### config.mk
export PLATFORM = sky130hd
export DESIGN_NAME = chroma_phase_tracker
export DESIGN_NICKNAME = d
export VERILOG_FILES = /design/src/rtl/cpt_pkg.sv /design/src/rtl/cpt_sync_edge.sv /design/src/rtl/cpt_half_rate.sv /design/src/rtl/cpt_phase_seq.sv /design/src/rtl/chroma_phase_tracker.sv
export SDC_FILE = /design/constraint.sdc
export NUM_CORES = 1
export LEC_CHECK = 0
export CAP_MARGIN = 20
export CORE_AREA = 5 5 42 44
export CTS_CLUSTER_SIZE = 40
export DETAILED_ROUTE_END_ITERATION = 12
export DIE_AREA = 0 0 47 49
export SYNTH_ARGS = -nofsm -noshare
export SYNTH_HDL_FRONTEND = slang
export SYNTH_SLANG_ARGS = --single-unit
export TNS_END_PERCENT = 5
### constraint.sdc
create_clock -name clk -period 1.7 [get_ports clk]
set_clock_uncertainty 0.2 [all_clocks]
set_input_delay 0.425 -clock clk [delete_from_list [all_inputs] [get_ports clk]]
set_output_delay 0.425 -clock clk [all_outputs]
set_load 0.1 [all_outputs]
### src/rtl/cpt_pkg.sv
package cpt_pkg;
  localparam int NUM_PHASES = 4;
  localparam int PW = $clog2(NUM_PHASES);
  typedef logic [PW-1:0] phase_t;
  localparam phase_t PH_CB = phase_t'(0);
  localparam phase_t PH_Y0 = phase_t'(1);
  localparam phase_t PH_CR = phase_t'(2);
  localparam phase_t PH_Y1 = phase_t'(3);
endpackage

### src/rtl/cpt_sync_edge.sv
module cpt_sync_edge (
  input  logic clk,
  input  logic rst,
  input  logic sync_i,
  output logic fall_o
);
  logic sync_q;

  always_ff @(posedge clk) begin
    if (rst) sync_q <= 1'b0;
    else     sync_q <= sync_i;
  end

  assign fall_o = sync_q & ~sync_i;

  // a detected edge needs the strobe high one sample earlier
  p_fall_after_high_r7: assert property (@(posedge clk) disable iff (rst)
    fall_o |-> $past(sync_i));
endmodule

### src/rtl/cpt_half_rate.sv
module cpt_half_rate (
  input  logic clk,
  input  logic rst,
  input  logic mode_422_i,
  output logic half_en_o
);
  logic ph_q;

  always_ff @(posedge clk) begin
    if (rst) begin
      ph_q      <= 1'b0;
      half_en_o <= 1'b0;
    end else begin
      ph_q      <= ~ph_q;
      half_en_o <= mode_422_i ? ~ph_q : 1'b1;
    end
  end

  p_full_rate_r3: assert property (@(posedge clk) disable iff (rst)
    !mode_422_i |=> half_en_o);
  p_half_low_r2: assert property (@(posedge clk) disable iff (rst)
    (mode_422_i && ph_q) |=> !half_en_o);
  p_half_high_r2: assert property (@(posedge clk) disable iff (rst)
    (mode_422_i && !ph_q) |=> half_en_o);
endmodule

### src/rtl/cpt_phase_seq.sv
module cpt_phase_seq
  import cpt_pkg::*;
(
  input  logic                  clk,
  input  logic                  rst,
  input  logic                  fall_i,
  input  logic                  mode_422_i,
  output logic [NUM_PHASES-1:0] phase_o,
  output logic                  err_o
);
  phase_t cnt_q;
  phase_t cnt_nx;
  logic   seen_q;

  always_comb begin
    if (mode_422_i) cnt_nx = cnt_q + phase_t'(1);
    else            cnt_nx = (cnt_q == PH_CB) ? PH_CR : PH_CB;
  end

  always_ff @(posedge clk) begin
    if (rst) begin
      cnt_q  <= PH_CB;
      seen_q <= 1'b0;
      err_o  <= 1'b0;
    end else if (fall_i) begin
      cnt_q  <= PH_CB;
      seen_q <= 1'b1;
      err_o  <= seen_q && (cnt_nx != PH_CB);
    end else begin
      cnt_q  <= cnt_nx;
      err_o  <= 1'b0;
    end
  end

  for (genvar g = 0; g < NUM_PHASES; g++) begin : g_dec
    assign phase_o[g] = (cnt_q == phase_t'(g));
  end

  p_onehot_r4: assert property (@(posedge clk) disable iff (rst)
    $countones(phase_o) == 1);
  p_fall_to_cb_r7: assert property (@(posedge clk) disable iff (rst)
    fall_i |=> phase_o[PH_CB]);
  p_chroma_no_luma_r6: assert property (@(posedge clk) disable iff (rst)
    !mode_422_i |=> (!phase_o[PH_Y0] && !phase_o[PH_Y1]));
  p_advance_r5: assert property (@(posedge clk) disable iff (rst)
    (mode_422_i && !fall_i) |=> (phase_o != $past(phase_o)));
  p_err_on_cb_r9: assert property (@(posedge clk) disable iff (rst)
    err_o |-> phase_o[PH_CB]);
  p_err_single_r9: assert property (@(posedge clk) disable iff (rst)
    err_o |=> !err_o);
endmodule

### src/rtl/chroma_phase_tracker.sv
module chroma_phase_tracker
  import cpt_pkg::*;
(
  input  logic                  clk,
  input  logic                  rst,
  input  logic                  sync_i,
  input  logic                  mode_422_i,
  output logic                  half_en_o,
  output logic [NUM_PHASES-1:0] phase_o,
  output logic                  sync_err_o
);
  logic fall;

  cpt_sync_edge u_edge (
    .clk    (clk),
    .rst    (rst),
    .sync_i (sync_i),
    .fall_o (fall)
  );

  cpt_phase_seq u_seq (
    .clk        (clk),
    .rst        (rst),
    .fall_i     (fall),
    .mode_422_i (mode_422_i),
    .phase_o    (phase_o),
    .err_o      (sync_err_o)
  );

  cpt_half_rate u_half (
    .clk        (clk),
    .rst        (rst),
    .mode_422_i (mode_422_i),
    .half_en_o  (half_en_o)
  );

  // the first strobe after reset leaves the error flag low
  p_first_quiet_r10: assert property (@(posedge clk) disable iff (rst)
    (fall && !u_seq.seen_q) |=> !sync_err_o);
endmodule

==> results of run 1 <==
==> critical path, cell delays in order (launching register included) <==
cell and delay, ps:
dfxtp_2 380, inv_4 60, ha_4 170, buf_12 160
==> area by class of cell <==
| cell class | count | area, µm² | area share, % |
|---|---|---|---|
| Multi-Input combinational cell | 17 | 175 | 32.0 |
| Timing Repair Buffer | 11 | 165 | 30.1 |
| Sequential cell | 7 | 145 | 26.5 |
| Clock buffer | 4 | 26.3 | 4.79 |
| Tap cell | 16 | 20.0 | 3.65 |
| Inverter | 3 | 16.3 | 2.97 |
==> sequential cells by signal, indices dropped and copies added (netlist names) <==
| name | count |
|---|---|
| u_edge.sync_q | 1 |
| u_half.half_en_o | 1 |
| u_half.ph_q | 1 |
| u_seq.cnt_q | 2 |
| u_seq.err_o | 1 |
| u_seq.seen_q | 1 |
==> through the flow <==
stage                     area (µm²)  TNS (ps)  util, %  setup slack, ps
after floorplan                  292      -271        -             -106
after global placement           469         0     33.5              110
after detailed placement         469         0     33.5              101
after CTS                        504     -6.17     36.0            -6.17
after global routing             548         0     39.1             2.68
final                            548         0     39.1             52.4
==> cells in the final DEF, fill, tap and decap left out, types with 2 or more instances in the layout <==
cell type,count
dfxtp_1,5
clkbuf_4,3
nand2b_1,2
buf_12,6
buf_4,2
a21oi_1,2
inv_4,2
ha_4,3
nor2_1,2
clkdlybuf4s50_1,3
nor2b_1,2
==> power by group through the flow <==
stage / Sequential [mW] / Combinational [mW] / Clock [mW]
floorplan: 0.196 / 0.0897 / 0
global placement: 0.185 / 0.159 / 0
detailed placement: 0.185 / 0.159 / 0
CTS: 0.181 / 0.162 / 0.156
global route: 0.187 / 0.182 / 0.171
finish: 0.185 / 0.173 / 0.150
==> cell families (layout without fill, tap and decap cells) <==
logic type	Yosys count	after routing	synth area share (%)
buffers and inverters	3	18	3.90
and+or+nand+nor	10	10	23.4
DFF	7	7	48.5
AOI/OAI and AO/OA	2	2	3.46
muxes	1	1	3.46
adders and majority gates	4	4	17.3
==> layer usage <==
layer	share of wire (%)	vias to the layer above	wire, µm
met5	0	-	0
li1	-	121	-
met1	40	98	193
met4	0	0	0
met3	16	0	75
met2	44	11	213
==> repair_timing <==
action                                  4_1_cts  5_1_grt
resized for setup                             1       11
pin swaps                                     0        1
endpoints found under the setup margin        2        3
buffers inserted                              1        0
==> synth_stat cells <==
cell type,number,area (µm²)
nor4_2,1,12.5
mux2i_1,1,10.0
and3b_1,1,8.76
nor2_1,2,7.51
a21oi_1,2,10.0
inv_1,3,11.3
ha_1,4,50.1
nor3_1,1,5.00
dfxtp_1,7,140
nor2b_1,2,12.5
nand2b_1,2,12.5
nor4b_1,1,8.76
==> worst max-delay path by stage <==
stage                         startpoint                      to  slack (ps)  cells after the start
2_1_floorplan  u_seq.cnt_q[0]$_SDFF_PP0_              phase_o[2]        -110                      2
3_3_place_gp                  mode_422_i  u_seq.err_o$_SDFF_PP0_         110                      3
3_5_place_dp                  mode_422_i  u_seq.err_o$_SDFF_PP0_         100                      3
4_1_cts        u_seq.cnt_q[0]$_SDFF_PP0_              phase_o[0]          -6                      3
5_1_grt        u_seq.cnt_q[0]$_SDFF_PP0_              phase_o[0]           3                      3
6_report       u_seq.cnt_q[1]$_SDFF_PP0_              phase_o[0]          50                      3
==> flow_summary.toml, run 1 <==
[status]
status = "completed"

[sta]
slew_viol_final = 0
fin_hold_ws_ps = 204
rsz0062_at_grt = "false"
period_share_pct = 96.9
setup_viol = 0
final.min_clock_period_ps = 1650
slew_headroom_pct = 85.0
hold_viol = 0
fmax_ghz = 0.607
tightest_slew_ps = 221

[detailed_routing]
remaining_drc_errors = 0
drtIter0Drc = 7
vias = 230
antenna_left = 0
wire_per_inst_um = 8.31
drtPass1Iterations = 3
wl_um = 482
vias_per_cell = 3.97

[synth]
synthesis.area_um2 = 289
synthCells = 27
syn-num-nets = 35
ys.warnings.count = 0
syn_area_per_cell_um2 = 10.7
yosysUniqueCellTypes = 12
seq_area_frac_synth_pct = 48.5
yosys_register_bits = 7

[power_and_ir_drop]
ir_drop_uv = 521
power_switching_share_pct = 34.1
p_leak_nw = 0.218
power_switching_uw = 173
power_frac_seq_pct = 36.5
p_comb_share_pct = 34.0
finalPower_uw = 508
p_int_uw = 335
pwr-share-clk_pct = 29.6
power.density_nw_per_um2 = 927

[floorplanning]
die_w_um = 47
start_util_pct = 20.6
num_rows = 14
die_area_um2 = 2300
die_y_um = 49
core_area_um2 = 1400
ios = 10

[cts]
htreeDepth = 1
tritoncts = "yes"
clkSlewWorstSetupHoldPaths_ps = 50
clock_sinks = 7
ctsHoldBuffers = 0
cts_buffer_depth = 2
clockRootBuffer = "clkbuf_4"
clk_latency_ps = 250
cts_made_buffers = 3

[placed_design]
hpwl_um = 387
dpl.cell_count = 53
globalplace.congestion = 0.711
port_buffers = 9

[grt]
grt_pass1_vias = 208
grt_pass1_wl_um = 779
grt_use_total_pct = 4.94
antenna_found_initial = 0
grtUsageMet3_pct = 5.54
grt.busiest_layer = "met2"
grt_util_met1_pct = 5.74
grt_use_met2_pct = 5.88
overflow = 0
grt_max_degree = 6

[setup_path]
worstReg2RegStart = "u_seq.cnt_q[0]$_SDFF_PP0_"
critical_path_class = "flip-flop to primary output"
arrival_ps = 1020
start_kind = "flip-flop"
required_ps = 1070
r2r_setup_slack_ps = 370
r2r_end = "u_seq.err_o$_SDFF_PP0_"
crit_path_max_fanout = 3
r2r.worst_path.cells = 4
critPathCaptureType = "primary output"

[layout]
layout.cells.non_filler = 58
nFillCells = 142
final_nets = 51
n_antenna_cell = 0
drive_gt1_share_pct = 45.2
syn_to_final_growth_pct = 89.6

[hold_path]
min-delay-start = "u_half.ph_q$_SDFF_PP0_"
holdCritPathClass = "flip-flop to flip-flop"
whs_endpoint = "u_half.ph_q$_SDFF_PP0_"
worstHoldPathCells = 1

[job]
drv_cap = 0
Note: power is estimated with default switching activity, not from simulation.
==> inputs of run 2 (changes only) <==
Settings changed: SLEW_MARGIN from default to 10.
==> results of run 2 <==
No change in the layout: final DEF, timing and power equal those of run 1.
